**src/rtl/fpc_pkg.sv**
```systemverilog
package fpc_pkg;

    // Phase of the frame sequencer
    typedef enum logic {
        ST_FILL = 1'b0,   // collecting positions 1 .. FRAME_LEN-1
        ST_LAST = 1'b1    // next qualified bit closes the frame
    } fpc_state_e;

endpackage

```
**src/rtl/fpc_seq.sv**
```systemverilog
module fpc_seq
    import fpc_pkg::*;
#(
    parameter int FRAME_LEN = 5,
    parameter int POS_W     = $clog2(FRAME_LEN)
) (
    input  logic             clk,
    input  logic             rst,
    input  logic             step,
    output fpc_state_e       state,
    output logic [POS_W-1:0] pos,
    output logic             at_last
);

    localparam logic [POS_W-1:0] LAST_POS = POS_W'(FRAME_LEN - 1);
    localparam logic [POS_W-1:0] PRE_LAST = POS_W'(FRAME_LEN - 2);

    fpc_state_e       state_nx;
    logic [POS_W-1:0] pos_nx;

    // State register
    always_ff @(posedge clk) begin
        if (rst) begin
            state <= ST_FILL;
            pos   <= '0;
        end else begin
            state <= state_nx;
            pos   <= pos_nx;
        end
    end

    // Next-state logic
    always_comb begin
        state_nx = state;
        pos_nx   = pos;
        unique case (state)
            ST_FILL: begin
                if (step) begin
                    pos_nx = pos + 1'b1;
                    if (pos == PRE_LAST) begin
                        state_nx = ST_LAST;
                    end
                end
            end
            ST_LAST: begin
                if (step) begin
                    state_nx = ST_FILL;
                    pos_nx   = '0;
                end
            end
            default: begin
                state_nx = ST_FILL;
                pos_nx   = '0;
            end
        endcase
    end

    // Output decode
    always_comb begin
        at_last = (state == ST_LAST);
    end

    // reset lands on the first frame position
    p_reset_home_r1: assert property (@(posedge clk)
        rst |=> (pos == '0) && (state == ST_FILL));

    // closing phase and counter agree
    p_last_pos_r5: assert property (@(posedge clk) disable iff (rst)
        (state == ST_LAST) |-> (pos == LAST_POS));

    // closing bit wraps the counter
    p_wrap_r5: assert property (@(posedge clk) disable iff (rst)
        (step && state == ST_LAST) |=> (pos == '0) && (state == ST_FILL));

    // no qualified bit, no movement
    p_hold_pos_r6: assert property (@(posedge clk) disable iff (rst)
        !step |=> $stable(pos) && $stable(state));

endmodule

```
**config.mk**
```make
export PLATFORM = sky130hd
export DESIGN_NAME = fpc_seq
export DESIGN_NICKNAME = d
export VERILOG_FILES = /design/src/rtl/fpc_pkg.sv /design/src/rtl/fpc_seq.sv
export SDC_FILE = /design/constraint.sdc
export NUM_CORES = 1
export LEC_CHECK = 0
export ABC_CLOCK_PERIOD_IN_PS = 1980
export BUFFER_PORTS_ARGS = -buffer_cell sky130_fd_sc_hd__buf_2
export CORE_AREA = 10 10 47 49
export DETAILED_ROUTE_END_ITERATION = 6
export DIE_AREA = 0 0 57 59
export PLACE_DENSITY_LB_ADDON = 0.08
export SYNTH_ARGS = -nofsm -noshare
export SYNTH_HDL_FRONTEND = slang
export SYNTH_SLANG_ARGS = --single-unit
```
**constraint.sdc**
```tcl
create_clock -name clk -period 1.98 [get_ports clk]
set_input_delay 0.594 -clock clk [delete_from_list [all_inputs] [get_ports clk]]
set_output_delay 0.594 -clock clk [all_outputs]
set_load 0.03 [all_outputs]
```
Word level (Yosys, flattened, before mapping)
Cells that the tools add are included. Widths: inputs -> output; s select.

Memories: 0. Output and inout bits: 5. Latch bits: 0. Word-level logic and storage cells: 15. Memory bits (read-only): 0. Register bits after elaboration: 4. Memory bits (writable): 0. Bits of input ports: 3.

$mul: 0. Muxes and demuxes: 7. Div/mod/pow operators: 0. Add/subtract/negate cells: 1. Order comparisons: 0. Equal/unequal tests: 3. Shifts and indexed selects: 0. Reductions and logical operators: 1. Bitwise logic cells: 1.

Operators with widths (number): $mux 3 (2); $pmux 3 s2 (1); $ne 2x2->1 const B (2); $add 3x1->3 const B (1); $eq 3x2->1 const B (1); $mux 1 (3); $pmux 1 s2 (1); $reduce_and 2->1 (1); $not 1->1 (1).

Depth between registers and ports, before layout
Gate-level depths: netlist of the first run.

Depth after elaboration: 4. Depth in mapped cells: 4. Mapped depth without buffers: 4.

Worst setup path after synthesis of the first run
Ideal clock, no wire load.

Path kind: register to register. From: reg pos[0]. To: reg pos[2]. Setup slack: 0.415 ns. Path buffers: 0. Stages on the path, launching flop included: 5. Period minus slack after synthesis: 1.565 ns. Setup time: 0.087 ns. Required time: 1.893 ns. Arrival: 1.478 ns. Path through: dfxtp_1 > ha_1 > ha_1 > or4b_1 > o31ai_1.

Cells in the longest elaborated chain, start to end: 3.

RTL lines: start: declaration (line fpc_seq.sv:11) `output logic [POS_W-1:0] pos,`; start signal: assignment (line fpc_seq.sv:28) `pos <= pos_nx;`; $add 3x1->3 (line fpc_seq.sv:39) `pos_nx = pos + 1'b1;`; $mux 3 (line fpc_seq.sv:38) `if (step) begin`; $pmux 3 s2 (line fpc_seq.sv:36) `unique case (state)`.

Every way passes these cells. The select of a mux whose other input is x is not followed. A chain may end at the register's enable or synchronous reset.

Worst setup path after layout of the first run
From: reg state (netlist: at_last). To: out state.

RTL lines: start: declaration (line fpc_seq.sv:10) `output fpc_state_e state,`; start signal: assignment (line fpc_seq.sv:27) `state <= state_nx;`.

No word-level cell between the ends.

==> results of run 1 <==
## power by group through the flow
stage	Sequential (mW)	Clock, mW	Combinational, mW
floorplan	0.0948	0	0.00828
global placement	0.0886	0	0.0243
detailed placement	0.0888	0	0.0246
CTS	0.0876	0.108	0.0247
global route	0.0878	0.116	0.0267
finish	0.0874	0.106	0.0240
## flip-flops by register name (all words and copies together) (netlist names)
name / flops
pos: 3
at_last: 1
## cells by family after synthesis
group,count (synthesis),synth area share
compound gates,4,0.1176
fa+ha+maj,2,0.1307
flops,4,0.4183
buf+inv,2,0.05882
simple gates,7,0.2745
## layout by cell type (no fill, tap or decap)
master    netlist  routed
a21oi_1         3       3
or3b_1          1       1
ha_1            2       2
or4b_1          1       1
clkbuf_4        0       3
inv_1           1       1
nand2b_1        3       3
buf_2           0       7
o31ai_1         1       1
dfxtp_1         4       4
nand3b_1        2       2
## per-layer routing
layer  up-vias  part of all wire  global-route usage
li1         87                 -                   -
met1        81              0.49             0.03774
met2        11              0.34             0.04031
met3         3              0.12             0.02575
met4         0             0.047             0.04027
met5         -                 0                   0
## cell type report
type,count,area (um^2)
clock buffers,3,22.52
multi-input cells,13,100.1
well taps,16,20.02
fillers,172,1140
inverters,1,3.754
repair buffers,7,35.03
flip-flops and latches,4,80.08
## stage by stage
step / utilization / total power [mW]
after CTS: 0.1866 / 0.2199
final: 0.1866 / 0.2170
after floorplan: - / 0.1031
after global placement: 0.1705 / 0.1129
after global routing: 0.1866 / 0.2305
after detailed placement: 0.1705 / 0.1134
## worst paths after layout
check,startpoint,to,slack (ps),cells past startpoint
worst max-delay path,at_last,state,480,1
worst min-delay path,pos[2],pos[2],490,2
worst max register to register,pos[0],pos[2],530,4
worst min register to register,pos[2],pos[2],490,2
==> key figures, run 1 <==
Run status
  – Outcome: finished clean

Setup path
  – Slowest CP cell: dfxtp_1
  – Cell family with most CP delay: flip-flops
  – Sequence of cells on the critical path: buf_2
  – Startpoint types: flop
  – Worst setup EP type: primary output
  – CP Class: flop to primary output
  – Worst EP arrival: 910 ps
  – WP data required: roughly 1400 ps
  – Bufs and invs on worst path: 1
  – Crit path largest cell delay: around 420 ps
  – Worst-path fanout max: 7

Clock tree
  – CTS Hold Bufs: 0
  – CTS Root Cell: clkbuf_4
  – Setup Fix Bufs, Post-CTS: 0
  – Clock Sinks: 4
  – H-tree level count: 1
  – CTS tree: done
  – Num CTS Buffers: 3
  – Clock Path Buffers: 2
  – Cts repair resizes: 0
  – Clk slew on worst S/H paths: about 40 ps
  – Worst-Skew Late Latency: around 240 ps

Power and ir drop
  – Clk pwr share: 0.486
  – Combinational fraction of design power: 0.111
  – Int Power: approximately 0.16 mW
  – Sequential fraction of design power: 0.403
  – Power Density: around 830 nW/um^2
  – Lkg Pwr: 0.1165 nW
  – Sw Pwr: around 0.055 mW
  – Net Sw Frac: 0.2555
  – VDD IR max: approximately 0.24 mV

Synth
  – Share of the synthesized area in the top cell type: 0.4183
  – Syn avg cell area: 10.08 um^2
  – Dominant cell type by area after synthesis: dfxtp_1
  – Post-synth top cells: dfxtp_1, a21oi_1, nand2b_1
  – Synth cell types: 10
  – Syn_nets: 24
  – Post-synth ARST share: 0
  – Ys Warns: 0
  – Most common cell in the synthesized netlist: dfxtp_1
  – Number of flops mapped to enable cells by yosys: 0
  – Synthesized area: about 190 um^2
  – Synth Flop Type: dfxtp_1
  – Top post-synthesis cells by area: dfxtp_1, ha_1, nand2b_1, a21oi_1, nand3b_1
  – Seq/Total Area, Yosys: 0.4183
  – Synthesized flop and latch total: 4
  – Syn Inst Count: 19

GRT
  – Largest net degree at the start of global routing: 9
  – All-Layer GR Usage: 0.03534
  – Number of global-route vias before repair: around 210
  – Initial antenna violation count: 0
  – First-pass GRT wire length: roughly 850 um
  – GR Overflow Total: 0

Job
  – Max-cap viol count: 0

Drt
  – Final ANT Viol Nets: 0
  – Residual DRC: 0
  – DRT iter0 DRCs: 1
  – WL/cell: around 12 um
  – Vias: around 180
  – Drt total wl: between 500 and 600 um
  – Initial DRT Pass Iterations: 2
  – Post-DR vias/cell: 4.136

Layout
  – Non-Filler Instances: 44
  – Ant diodes: 0
  – Design Area, Final: around 260 um^2
  – Layout Nets: 35
  – Layout cells sized above 1: 0.3571
  – P&R area growth vs syn: 36.60%

Placed design
  – Port-buffer cells: 7
  – DP Area: ~240 um^2
  – RePlAce Congestion: approximately 0.66
  – Pre-CTS setup slack: between 500 and 600 ps
  – Dpl cells: 41

STA
  – Setup TNS: 0 ps
  – Period utilization: 0.7576
  – RSZ-0062 raised after global routing: no
  – Final worst slack: 480.0 ps
  – Hold_ws: 487.8 ps
  – Post-layout min period: ~1500 ps
  – Fin. Hold Viols: 0
  – Worst Max-Slew Pin Slew: ~210 ps
  – Final Max Tran Viols: 0
  – Final setup violation count: 0
  – F_max: around 670 MHz
  – Clock skew: a little over 3 ps
  – Slew headroom: 0.8597

Hold path
  – Min-delay worst type: flop to flop

Floorplanning
  – Horiz. Die Dim: ~57 um
  – Die area: ~3400 um^2
  – Standard-cell rows: 14
  – DIE HEIGHT: 59 um
  – Initial Util: 0.1366
  – Core ar.: roughly 1400 um^2
  – # IOs: 8
(Power assumes the default switching activity.)
==> run 2, diff against run 1 <==
ABC_CLOCK_PERIOD_IN_PS = 1500   (was 1980)
clock period = 1.5 ns   (was 1.98 ns; I/O delays follow)
==> run 2 against run 1 <==
Against the previous run:
- sequential power up 33%
- register-to-register slack worse by 480 ps
- cell area grew 0.96%
- largest cell class unchanged
==> key figures, run 2 (synthesized netlist as in run 1, its figures left out) <==
GRT
  – Initial antenna violation count: 0 (unchanged)
  – All-Layer GR Usage: 0.03151 (-0.003839)
  – Number of global-route vias before repair: 180 (-15%)
  – First-pass GRT wire length: 779 um (-8.1%)
  – GR Overflow Total: 0 (unchanged)
  – Largest net degree at the start of global routing: 9 (unchanged)

Hold path
  – Min-delay worst type: primary input to flop

Drt
  – WL/cell: 10.86 um (-7.0%)
  – Initial DRT Pass Iterations: 1 (-1)
  – Post-DR vias/cell: 3.750 (-9.3%)
  – DRT iter0 DRCs: 0 (-1)
  – Drt total wl: 478 um (-7.0%)
  – Residual DRC: 0 (unchanged)
  – Vias: 165 (-9.3%)
  – Final ANT Viol Nets: 0 (unchanged)

Layout
  – Layout Nets: 35 (unchanged)
  – Fill count: 174 (+1.2%)
  – Biggest register: pos
  – Final core utilization: 0.1884 (+0.001786)
  – Design Area, Final: 264.0 um^2 (+0.96%)
  – Max reg flops: 3 (unchanged)
  – Ant diodes: 0 (unchanged)
  – P&R area growth vs syn: 37.91%
  – Commonest non-fill, non-tap cell in the layout: buf_2
  – Layout cells sized above 1: 0.4286 (+0.07143)
  – Most frequent cells in the layout: buf_2, nand2b_1, a21oi_1, clkbuf_4

Placed design
  – RePlAce Congestion: 0.5980 (-9.4%)
  – Port-buffer cells: 7 (unchanged)
  – DP Area: 241.5 um^2 (+1.0%)

Power and ir drop
  – Int Power: 0.2138 mW (+32%)
  – Power Density: 1066 nW/um^2 (+29%)
  – Sw Pwr: 0.06775 mW (+22%)
  – VDD IR max: 0.2720 mV (+15%)
  – Lkg Pwr: 0.1172 nW (+0.61%)
  – Combinational fraction of design power: 0.112 (about the same)
  – Net Sw Frac: 0.2407 (-0.01483)
  – Sequential fraction of design power: 0.412 (+0.009)
  – Clk pwr share: 0.476 (-0.010)

Job
  – Max-cap viol count: 0 (unchanged)

STA
  – Worst Max-Slew Pin Slew: 207.7 ps (-2.497 ps)
  – Hold_ws: 436.5 ps (-51.28 ps)
  – Clock skew: 1.272 ps (-1.820 ps)
  – Final setup violation count: 0 (unchanged)
  – RSZ-0062 raised after global routing: no
  – Period utilization: 0.9640
  – Setup TNS: 0 ps (unchanged)
  – Post-layout min period: around 1400 ps
  – Final Max Tran Viols: 0 (unchanged)
  – Slew headroom: 0.8613 (+0.001667)
  – Fin. Hold Viols: 0 (unchanged)
  – F_max: 691.6 MHz

Floorplanning
  – Standard-cell rows: 14 (unchanged)
  – DIE HEIGHT: 59 um (unchanged)
  – # IOs: 8 (unchanged)
  – Horiz. Die Dim: 57 um (unchanged)
  – Initial Util: 0.1366 (unchanged)
  – Core ar.: 1401 um^2 (unchanged)
  – Die area: 3363 um^2 (unchanged)

Clock tree
  – Setup Fix Bufs, Post-CTS: 0 (unchanged)
  – Worst-Skew Late Latency: 230 ps (about the same)
  – CTS Root Cell: clkbuf_4
  – Num CTS Buffers: 3 (unchanged)
  – Clk slew on worst S/H paths: 40 ps (about the same)
  – Cts repair resizes: 0 (unchanged)
  – CTS tree: done
  – Clock Sinks: 4 (unchanged)
  – H-tree level count: 1 (unchanged)
  – Clock Path Buffers: 2 (unchanged)
  – CTS Hold Bufs: 0 (unchanged)

Setup path
  – Most used cell, CP: ha_1
  – Cell family with most CP delay: simple AND/OR/NAND/NOR gates
  – Worst EP arrival: 1590 ps (+680 ps)
  – WP data required: 1650 ps (+260 ps)
  – CP Class: flop to flop
  – Sequence of cells on the critical path: ha_1 > ha_1 > or4b_1 > o31ai_1
  – Worst setup EP type: flop
  – Worst-path fanout max: 4 (-3)
  – Startpoint types: flop
  – Slowest CP cell: or4b_1
  – Crit path largest cell delay: 500 ps (+80 ps)
  – Bufs and invs on worst path: 0 (-1)

Run status
  – Outcome: finished clean
## run 2: cell counts in the layout (fill, tap and decap cells not counted)
Identical to the previous run, type by type.
## run 2: area by class of cell
class,instances,area [um^2],area share
Tap cell,16,20.02,0.07583
Sequential cell,4,82.58,0.3128
Multi-Input combinational cell,13,100.1,0.3791
Inverter,1,3.754,0.01422
Timing Repair Buffer,7,35.03,0.1327
Clock buffer,3,22.52,0.08531
## run 2: final timing paths
check	start	endpoint	slack, ps	cells after the start
max	pos[0]	pos[2]	50	4
min	rst	pos[1]	440	2
max reg2reg	pos[0]	pos[2]	50	4
min reg2reg	pos[1]	pos[1]	470	2
## run 2: routing by layer
metal,vias to the layer above,GRT usage,part of all wire,routed length (um)
met4,0,0.04027,0,0
met2,5,0.03876,0.44,209
met1,75,0.03432,0.48,230
met5,-,0,0,0
li1,85,-,-,-
met3,0,0.01502,0.079,38
## run 2: per-stage QoR
| stage | setup WS (ps) | power [mW] | instances |
|---|---|---|---|
| 3_5_place_dp | 53.64 | 0.1498 | 41 |
| 5_1_grt | 29.08 | 0.3041 | 44 |
| 4_1_cts | 34.94 | 0.2891 | 44 |
| 2_1_floorplan | 2.291 | 0.1370 | 19 |
| 3_3_place_gp | 80.31 | 0.1489 | 41 |
| 6_report | 54.01 | 0.2815 | 44 |
## run 2: power by group through the flow
stage | logic (mW) | clock network (mW) | registers, mW
2_1_floorplan | 0.0109 | 0 | 0.126
3_3_place_gp | 0.0315 | 0 | 0.117
3_5_place_dp | 0.0322 | 0 | 0.118
4_1_cts | 0.0324 | 0.141 | 0.116
5_1_grt | 0.0345 | 0.153 | 0.116
6_report | 0.0317 | 0.134 | 0.116
==> run 3, diff against run 2 <==
HOLD_SLACK_MARGIN = 0.02   (was default)
PLACE_DENSITY = 0.33   (was default)
PLACE_DENSITY_LB_ADDON = default   (was 0.08)
==> run 3 against run 2 <==
Against the previous run:
- non-clock buffer count unchanged
- hold slack got worse by 1.5 ps
- critical path depth unchanged
- first-iteration DRC count up 1
- flip-flop and latch count stayed put
==> key figures, run 3 (synthesized netlist as in run 1, its figures left out) <==
Clock tree
  – Clock Sinks: 4 (unchanged)
  – Worst-Skew Late Latency: 230 ps (about the same)
  – CTS tree: done
  – Clk slew on worst S/H paths: 40 ps (about the same)
  – H-tree level count: 1 (unchanged)
  – CTS Root Cell: clkbuf_4
  – CTS Hold Bufs: 0 (unchanged)
  – Clock Path Buffers: 2 (unchanged)
  – Num CTS Buffers: 3 (unchanged)

GRT
  – Global route hottest layer: met2
  – Met3 Usage GRT: 0.02575 (+0.01073)
  – Initial antenna violation count: 0 (unchanged)
  – Number of global-route vias before repair: 199 (+11%)
  – All-Layer GR Usage: 0.03201 (+0.0005007)
  – GR Overflow Total: 0 (unchanged)
  – Met1 Usage GRT: 0.02500 (-0.009320)
  – First-pass GRT wire length: 807 um (+3.6%)
  – Largest net degree at the start of global routing: 9 (unchanged)
  – GR Util met2: 0.04961 (+0.01085)

Power and ir drop
  – VDD IR max: 0.2932 mV (+7.8%)
  – Lkg Pwr: 0.1146 nW (-2.2%)
  – Power Density: 1043 nW/um^2 (-2.2%)

Drt
  – WL/cell: 10.91 um (+0.42%)
  – Post-DR vias/cell: 4.023 (+7.3%)
  – Drt total wl: 480 um (+0.42%)
  – Residual DRC: 0 (unchanged)
  – Final ANT Viol Nets: 0 (unchanged)
  – Vias: 177 (+7.3%)
  – DRT iter0 DRCs: 1 (+1)
  – Initial DRT Pass Iterations: 2 (+1)

Run status
  – Outcome: finished clean

Layout
  – Final core utilization: 0.1902 (+0.001786)
  – Max reg flops: 3 (unchanged)
  – P&R area growth vs syn: 39.22%
  – Layout cells sized above 1: 0.4643 (+0.03571)
  – Most frequent cells in the layout: buf_2, nand2b_1, a21oi_1, clkbuf_4
  – Ant diodes: 0 (unchanged)
  – Layout Nets: 35 (unchanged)
  – Commonest non-fill, non-tap cell in the layout: buf_2
  – Biggest register: pos
  – Design Area, Final: 266.5 um^2 (+0.95%)

Setup path
  – Worst EP arrival: 1540 ps (-50 ps)
  – Worst setup EP type: flop
  – WP data required: 1640 ps (about the same)
  – CP Class: flop to flop
  – Worst reg2reg endpoint: pos[2]
  – Worst-path fanout max: 4 (unchanged)
  – FF-to-FF Start: pos[0]
  – R2r worst-path depth: 4 (unchanged)
  – Startpoint types: flop
  – R2R Setup Slk: 100 ps (+50 ps)

Placed design
  – HPWL Detailed: about 390 um
  – Port-buffer cells: 7 (unchanged)
  – RePlAce Congestion: 0.6714 (+12%)
  – DP Area: 241.5 um^2 (unchanged)

Hold path
  – Hold Startpoint: rst
  – Min-delay worst type: primary input to flop
  – Hold EP: pos[1]
  – Hold-critical path depth: 2 (unchanged)

STA
  – Fin. Hold Viols: 0 (unchanged)
  – Final Max Tran Viols: 0 (unchanged)
  – Period utilization: 0.9328 (-0.03115)
  – Clock skew: 1.405 ps (+0.1330 ps)
  – F_max: 714.7 MHz (+3.3%)
  – Setup TNS: 0 ps (unchanged)
  – Hold_ws: 435.0 ps (-1.479 ps)
  – Worst Max-Slew Pin Slew: 207.7 ps (-0.03469 ps)
  – RSZ-0062 raised after global routing: no
  – Slew headroom: 0.8614 (about the same)
  – Final setup violation count: 0 (unchanged)
  – Post-layout min period: 1399 ps (-46.72 ps)

Floorplanning
  – Core ar.: 1401 um^2 (unchanged)
  – Horiz. Die Dim: 57 um (unchanged)
  – DIE HEIGHT: 59 um (unchanged)
  – Initial Util: 0.1366 (unchanged)
  – Die area: 3363 um^2 (unchanged)
  – Standard-cell rows: 14 (unchanged)
  – # IOs: 8 (unchanged)

Job
  – Max-cap viol count: 0 (unchanged)
==> run 3: cell counts in the layout (fill, tap and decap cells not counted) <==
No cell type changed its count.
==> run 3: power breakdown <==
| part | internal [mW] | switching [mW] | total, mW |
|---|---|---|---|
| registers | 0.112 | 0.00387 | 0.116 |
| logic | 0.0125 | 0.0198 | 0.0323 |
| clock network | 0.0893 | 0.0403 | 0.130 |
| total | 0.214 | 0.0640 | 0.278 |
==> run 3: how the worst max path moves through the flow <==
stage	slack (ps)	depth (start not counted)	from	to
2_1_floorplan	2	4	pos[2]	pos[2]
3_3_place_gp	80	4	pos[0]	pos[2]
3_5_place_dp	60	4	pos[0]	pos[2]
4_1_cts	70	4	pos[0]	pos[2]
5_1_grt	20	4	pos[0]	pos[2]
6_report	100	4	pos[0]	pos[2]
==> run 3: layout make-up <==
| cell class | count | area, um^2 |
|---|---|---|
| Fill cell | 168 | 1135 |
| Multi-Input combinational cell | 13 | 102.6 |
| Sequential cell | 4 | 82.58 |
| Timing Repair Buffer | 7 | 35.03 |
| Clock buffer | 3 | 22.52 |
| Tap cell | 16 | 20.02 |
| Inverter | 1 | 3.754 |
==> run 3: repair_timing <==
action / in CTS / in global routing
setup buffers: 0 / 0
hold endpoints to repair: 0 / 0
gates resized for setup: 0 / 1
setup endpoints to repair: 0 / 1
==> run 3: stage by stage <==
stage,setup WS [ps],power [mW],std cells
floorplan,2.291,0.1370,19
global placement,80.59,0.1484,41
detailed placement,64.39,0.1501,41
CTS,65.08,0.2847,44
global route,19.03,0.2979,44
finish,100.7,0.2780,44
==> run 3: critical path, stage by stage, from the launching register on <==
cell     delay (ps)
dfxtp_2         320
ha_2            180
ha_1            260
or4b_1          490
o31ai_1          70
==> run 3: metal layers <==
metal,up-vias,share of wire
met5,-,0
met4,0,0
met3,0,0.12
met2,6,0.50
met1,84,0.38
li1,87,-
